`config.mk`:
```
export PLATFORM = sky130hd
export DESIGN_NAME = freq_health_mon
export DESIGN_NICKNAME = d
export VERILOG_FILES = /design/src/rtl/freq_health_pkg.sv /design/src/rtl/fhm_window_cmp.sv /design/src/rtl/fhm_flag_reg.sv /design/src/rtl/fhm_history.sv /design/src/rtl/freq_health_mon.sv
export SDC_FILE = /design/constraint.sdc
export NUM_CORES = 1
export LEC_CHECK = 0
export ABC_AREA = 1
export BUFFER_PORTS_ARGS = -buffer_cell sky130_fd_sc_hd__buf_2
export CAP_MARGIN = 20
export CORE_ASPECT_RATIO = 0.6
export CORE_MARGIN = 2
export CORE_UTILIZATION = 35
export CTS_CLUSTER_SIZE = 16
export DETAILED_ROUTE_END_ITERATION = 10
export PLACE_DENSITY = 0.66
export REMOVE_ABC_BUFFERS = 1
export SLEW_MARGIN = 20
export SYNTH_ARGS = -nofsm -noshare
export SYNTH_HDL_FRONTEND = slang
export SYNTH_HIERARCHICAL = 1
export SYNTH_SLANG_ARGS = --single-unit
```
`constraint.sdc`:
```
create_clock -name clk -period 1.4 [get_ports clk]
set_input_delay 0.14 -clock clk [delete_from_list [all_inputs] [get_ports clk]]
set_output_delay 0.14 -clock clk [all_outputs]
set_load 0.05 [all_outputs]
```
`src/rtl/freq_health_pkg.sv`:
```
package freq_health_pkg;

    localparam int STAT_BELOW = 0;
    localparam int STAT_ABOVE = 1;
    localparam int STAT_STUCK = 2;
    localparam int STAT_OK    = 3;
    localparam int STAT_RNG   = 4;

    typedef struct packed {
        logic ok;
        logic stuck;
        logic above;
        logic below;
    } health_flags_t;

    function automatic logic [7:0] pack_status(input health_flags_t f, input logic rng);
        logic [7:0] s;
        s = '0;
        s[STAT_BELOW] = f.below;
        s[STAT_ABOVE] = f.above;
        s[STAT_STUCK] = f.stuck;
        s[STAT_OK]    = f.ok;
        s[STAT_RNG]   = rng;
        return s;
    endfunction

endpackage

```
`src/rtl/fhm_window_cmp.sv`:
```
module fhm_window_cmp
    import freq_health_pkg::*;
#(
    parameter int CNT_W   = 16,
    parameter int BOUND_W = 8
) (
    input  logic [CNT_W-1:0]   count,
    input  logic [BOUND_W-1:0] lo_bound,
    input  logic [BOUND_W-1:0] hi_bound,
    output health_flags_t      flags
);
    logic [BOUND_W-1:0] top_byte;
    logic               zero_cnt;

    assign top_byte = count[CNT_W-1 -: BOUND_W];
    assign zero_cnt = (count == '0);

    always_comb begin
        flags.stuck = zero_cnt;
        flags.below = zero_cnt || (top_byte < lo_bound);
        flags.above = top_byte > hi_bound;
        flags.ok    = !(flags.stuck || flags.below || flags.above);
    end
endmodule

```
`src/rtl/fhm_flag_reg.sv`:
```
module fhm_flag_reg
    import freq_health_pkg::*;
(
    input  logic          clk,
    input  logic          rst,
    input  logic          load,
    input  health_flags_t flags_d,
    output health_flags_t flags_q
);
    always_ff @(posedge clk) begin
        if (rst)
            flags_q <= '0;
        else if (load)
            flags_q <= flags_d;
    end
endmodule

```
`src/rtl/fhm_history.sv`:
```
module fhm_history #(
    parameter int NUM_OSC = 5,
    parameter int SEL_W   = 3
) (
    input  logic               clk,
    input  logic               rst,
    input  logic               clear,
    input  logic               mark_stuck,
    input  logic               mark_below,
    input  logic [SEL_W-1:0]   sel,
    output logic [NUM_OSC-1:0] stuck_hist,
    output logic [NUM_OSC-1:0] below_hist
);
    for (genvar i = 0; i < NUM_OSC; i++) begin : g_osc
        logic hit;
        logic stuck_q;
        logic below_q;

        assign hit = (sel == SEL_W'(i));

        always_ff @(posedge clk) begin
            if (rst || clear) begin
                stuck_q <= 1'b0;
                below_q <= 1'b0;
            end else if (hit) begin
                if (mark_stuck) stuck_q <= 1'b1;
                if (mark_below) below_q <= 1'b1;
            end
        end

        assign stuck_hist[i] = stuck_q;
        assign below_hist[i] = below_q;
    end
endmodule

```
`src/rtl/freq_health_mon.sv`:
```
module freq_health_mon
    import freq_health_pkg::*;
#(
    parameter int CNT_W    = 16,
    parameter int BOUND_W  = 8,
    parameter int NUM_OSC  = 5,
    parameter int SEL_W    = 3,
    parameter int STATUS_W = 8
) (
    input  logic                clk,
    input  logic                rst,
    input  logic [CNT_W-1:0]    count_i,
    input  logic                done_i,
    input  logic [SEL_W-1:0]    sel_i,
    input  logic                enable_i,
    input  logic [BOUND_W-1:0]  lo_bound_i,
    input  logic [BOUND_W-1:0]  hi_bound_i,
    input  logic                clear_i,
    input  logic                rng_valid_i,
    output logic [STATUS_W-1:0] status_o,
    output logic [NUM_OSC-1:0]  hist_stuck_o,
    output logic [NUM_OSC-1:0]  hist_below_o
);
    health_flags_t flags_now;
    health_flags_t flags_held;
    logic          qualified;
    logic [7:0]    status_full;

    assign qualified = done_i && enable_i;

    fhm_window_cmp #(.CNT_W(CNT_W), .BOUND_W(BOUND_W)) u_cmp (
        .count    (count_i),
        .lo_bound (lo_bound_i),
        .hi_bound (hi_bound_i),
        .flags    (flags_now)
    );

    fhm_flag_reg u_flags (
        .clk     (clk),
        .rst     (rst),
        .load    (qualified),
        .flags_d (flags_now),
        .flags_q (flags_held)
    );

    fhm_history #(.NUM_OSC(NUM_OSC), .SEL_W(SEL_W)) u_hist (
        .clk        (clk),
        .rst        (rst),
        .clear      (clear_i),
        .mark_stuck (qualified && flags_now.stuck),
        .mark_below (qualified && flags_now.below),
        .sel        (sel_i),
        .stuck_hist (hist_stuck_o),
        .below_hist (hist_below_o)
    );

    assign status_full = pack_status(flags_held, rng_valid_i);
    assign status_o    = STATUS_W'(status_full);
endmodule

```
Word level (Yosys, flattened, before mapping). Index checks and enable logic that the tools add are counted.

Add/subtract/negate cells: 0. Multiply operators: 0. Div/mod/pow operators: 0. Magnitude comparators: 2. Equal/unequal tests: 4. Shifts and indexed selects: 0. Multiplexer cells: 0. Bitwise operators: 0. Reductions and logical operators: 20.

Operators with widths (count): $reduce_and A2 Y1 (10); $logic_not A16 Y1 (1); $gt A8 B8 Y1 (1); $lt A8 B8 Y1 (1); $eq A3 B2 Y1 const B (2); $logic_or A1 B1 Y1 (4); $eq A3 B1 Y1 const B (1); $eq A3 B3 Y1 const B (1); $logic_and A1 B1 Y1 (3); $logic_not A3 Y1 (1); $logic_not A1 Y1 (1).

Register bits: 14. Bits in latches: 0. Memory bits (writable): 0. Memory bits (read-only): 0. Bits of input ports: 41. Output and inout bits: 18. Word-level logic and storage cells: 40. Memories kept: 0.

Depth between registers and ports, before layout.
Word-level depth: 5. Gate-level depth with buffers: 14. Depth with buffers taken out: 14.

Modules after synthesis. Netlist, hierarchy kept.

By module, submodules not included: fhm_window_cmp (instances 1, cells each 89, area each 518.0 um^2, sequential area each 0.0 um^2); fhm_history (instances 1, cells each 56, area each 493.0 um^2, sequential area each 200.2 um^2); fhm_flag_reg (instances 1, cells each 26, area each 172.7 um^2, sequential area each 80.1 um^2); freq_health_mon (instances 1, cells each 11, area each 56.3 um^2, sequential area each 0.0 um^2).

Least setup slack after synthesis. No wires, ideal clock.

Kind: input -> register. Start point: input port lo_bound_i[5]. End point: register u_hist.g_osc[3].below_q. Setup time: 66 ps. Arrival time: 1359 ps. Data required time: 1334 ps. Slack: -25 ps. Stages on the path: 11. Buffers on the path: 0. Path through: inv_1 -> ha_1 -> a21oi_1 -> nor2_1 -> nor3_4 -> nand2_2 -> nand2_2 -> inv_1 -> nor2_1 -> nand4_1 -> a21oi_2.

RTL lines: start, declared (RTL line freq_health_mon.sv:16) `input logic [BOUND_W-1:0] lo_bound_i,`; end signal, assigned (RTL line fhm_history.sv:24) `below_q <= 1'b0;`; end signal, assigned (RTL line fhm_history.sv:27) `if (mark_below) below_q <= 1'b1;`; end, declared (RTL line fhm_history.sv:17) `logic below_q;`.

==> insert_results.sql <==
INSERT INTO impl_metrics (metric_group, metric, value, unit) VALUES
('synthesis', 'post_synth_inst_count', '182', ''),
('floorplanning', 'pin_count', '59', ''),
('setup_path', 'crit_chain', 'buf_2 -> inv_1 -> ha_4 -> a21oi_2 -> nor2_1 -> nor3_4 -> nand2_2 -> nand2_2 -> inv_1 -> nor2_1 -> buf_4 -> nand4_1 -> a21oi_2', ''),
('power_and_ir_drop', 'worst_ir_drop_vdd', '0.313', 'mV'),
('clock_network', 'clock_tree_from_tritoncts', 'yes', ''),
('grt', 'grt_pass1_vias', '1033', ''),
('timing', 'max_slew_margin', '63.7', '%'),
('grt', 'maximum_number_of_pins_on_one_net_before_global_route_repair', '11', ''),
('synthesis', 'netlist-cell-type-count', '18', ''),
('floorplanning', 'dieArea', '4050', 'um2'),
('place', 'port_buffers', '53', ''),
('run_status', 'run_status', 'complete, no violations', ''),
('synthesis', 'number_of_enable_type_register_cells_in_the_synthesized_netlist', '0', ''),
('setup_path', 'timing.rr.start', 'u_flags/flags_q[2]$_SDFFE_PP0P_', ''),
('grt', 'antenna_found_initial', '0', ''),
('detailed_routing', 'drtIter0Drc', '43', ''),
('setup_path', 'worstSetupStartpointType', 'primary input', ''),
('flow_run', 'maxCapViolations', '0', ''),
('synthesis', 'syn_area_per_cell', '6.81', 'um2'),
('min_path', 'timing.hold.worst_endpoint', 'u_flags/flags_q[0]$_SDFFE_PP0P_', ''),
('detailed_routing', 'post-route-drc-count', '0', ''),
('cells_and_area', 'antenna-diode-count', '0', ''),
('timing', 'setup_total_negative_slack', '0', 'ns'),
('floorplanning', 'floorplan.die.height', '50.1', 'um'),
('setup_path', 'worst_path_max_delay_cell', 'ha_4', ''),
('synthesis', 'synth_top_cells_by_area', 'dfxtp_1, ha_1, inv_1', ''),
('place', 'finalWeightedCongestion', '0.804', ''),
('timing', 'hold_viol_final', '0', ''),
('setup_path', 'critical_path_required', '1.57', 'ns'),
('setup_path', 'crit_path_end_kind', 'flop', ''),
('min_path', 'hold_depth', '4', ''),
('power_and_ir_drop', 'power-per-cell-area', '695', 'nW/um2'),
('setup_path', 'worst-r2r-setup-slack', '0.83', 'ns'),
('min_path', 'min_path_type', 'in -> reg', ''),
('timing', 'finalHoldWorstSlack', '0.179', 'ns'),
('cells_and_area', 'areaGrowthSynthToFinish', '33.1', '%'),
('setup_path', 'endpoint_of_the_worst_register_to_register_path', 'u_flags/flags_q[2]$_SDFFE_PP0P_', ''),
('synthesis', 'postSynthRegisterBits', '14', ''),
('power_and_ir_drop', 'total_power', '0.00115', 'W'),
('synthesis', 'cell_types_with_the_highest_counts_after_synthesis', 'inv_1, nand2_1, nor2_1, buf_4, ha_1', ''),
('setup_path', 'criticalPathCategory', 'in -> reg', ''),
('timing', 'max_clock_freq', '769', 'MHz'),
('setup_path', 'arrival_time_of_the_worst_setup_path', '1.48', 'ns'),
('detailed_routing', 'via_per_inst', '4.05', ''),
('synthesis', 'synth-warning-count', '6', ''),
('min_path', 'hold_path_startpoint', 'rst', ''),
('timing', 'timing_worst_slew_pin_value', '0.545', 'ns'),
('clock_network', 'clock-root-buffer', 'clkbuf_8', ''),
('place', 'dp.final_hpwl', '2130', 'um'),
('floorplanning', 'dieWidth', '80.8', 'um'),
('synthesis', 'yosys.area.top_type', 'dfxtp_1', ''),
('timing', 'timing.final.ws_setup', '0.0988', 'ns'),
('synthesis', 'synth.most_common_cell', 'inv_1', ''),
('timing', 'period_share', '92.9', '%'),
('synthesis', 'synth_ff_type', 'dfxtp_1', ''),
('cells_and_area', 'final_net_count', '293', ''),
('clock_network', 'clock_insertion_delay_worst_skew', '0.24', 'ns'),
('timing', 'drv_slew', '0', ''),
('clock_network', 'tritoncts_num_sinks', '14', ''),
('timing', 'final_setup_skew', '0', 'ns'),
('detailed_routing', 'drtAntennaViolNets', '0', ''),
('detailed_routing', 'vias_post_dr', '1138', ''),
('clock_network', 'clock_path_buffers', '2', ''),
('grt', 'wire_length_of_the_first_global_routing_pass', '4280', 'um'),
('clock_network', 'htreeDepth', '1', ''),
('setup_path', 'worstPathMaxFanout', '5', ''),
('detailed_routing', 'drt_pass1_iterations', '4', ''),
('timing', 'setup_violations', '0', ''),
('cells_and_area', 'layout-drive-gt1-share', '43.2', '%'),
('detailed_routing', 'avgRoutedWirePerCell', '9.10', 'um'),
('setup_path', 'crit_start', 'lo_bound_i[5]', '');
-- how the worst max path moves through the flow --
stage	end	slack, ns
2_1_floorplan	u_hist/g_osc[3].below_q$_SDFFE_PP0P_	-0.03
3_3_place_gp	u_hist/g_osc[2].below_q$_SDFFE_PP0P_	-0.15
3_5_place_dp	u_hist/g_osc[3].below_q$_SDFFE_PP0P_	-0.19
4_1_cts	u_hist/g_osc[3].below_q$_SDFFE_PP0P_	0.05
5_1_grt	u_hist/g_osc[3].below_q$_SDFFE_PP0P_	-0.03
6_report	u_hist/g_osc[3].below_q$_SDFFE_PP0P_	0.1
-- per-stage QoR --
step / instance area, um2 / cells
2_1_floorplan: 1110 / 167
3_3_place_gp: 1520 / 277
6_report: 1650 / 281
5_1_grt: 1650 / 281
4_1_cts: 1580 / 281
3_5_place_dp: 1520 / 277
-- report_power, final --
part	internal, W	leakage, nW	total [W]	switching (W)
Combinational	0.000149	0.750	0.000353	0.000203
Sequential	0.000407	0.114	0.000411	0.00000377
Clock	0.000249	0.0288	0.000383	0.000134
Total	0.000805	0.893	0.00115	0.000341
-- critical path, delay by kind of cell --
kind	cells	cell delay, ns
adders and majority gates	1	0.21
AOI/OAI and AO/OA	2	0.27
and+or+nand+nor	6	0.50
buffers and inverters	4	0.36
-- metal layers --
metal | share of wire [%] | routed length (um) | vias to the layer above | track usage [%]
met2 | 42 | 1080 | 22 | 19.4
met1 | 53 | 1350 | 475 | 20.1
met5 | 0 | 0 | - | 0
met4 | 0.82 | 21 | 0 | 3.39
met3 | 4.2 | 107 | 2 | 2.93
li1 | - | - | 639 | -
-- placed cells by master (no fill, tap or decap), drive strengths merged --
cell and instances:
inv 47, o21a 1, buf 65, nand2 32, dfxtp 14, nand3 7
nor2 24, a21oi 16, ha 15, or2 1, clkbuf 4, nor3 1
nand4 6, conb 3
-- final cells by class --
type	instances	area [um2]
Sequential cell	14	280
Fill cell	355	1670
Clock buffer	4	55.1
Timing Repair Buffer	65	355
Tap cell	45	56.3
Multi-Input combinational cell	106	727
Inverter	47	176
-- cells by family (layout without fill, tap and decap cells) --
logic type / after synthesis / count (layout) / synth area share [%]
AND/OR/NAND/NOR: 71 / 71 / 26.4
adder cells (fa/ha/maj): 15 / 15 / 15.1
other: 1 / 3 / 0.302
buffers and inverters: 64 / 116 / 25.1
AO/OA/AOI/OAI: 17 / 17 / 10.4
flip-flops: 14 / 14 / 22.6
-- repair_timing --
item | CTS | global route
resized for setup | 0 | 10
setup buffers | 0 | 0
setup endpoints to repair | 0 | 5
hold buffers | 0 | 0
-- registers in the layout, summed over array words and instances, names as in the netlist --
| name | flops |
|---|---|
| u_hist/g_osc.below_q | 5 |
| u_hist/g_osc.stuck_q | 5 |
| u_flags/flags_q | 4 |
(Power assumes the default switching activity.)
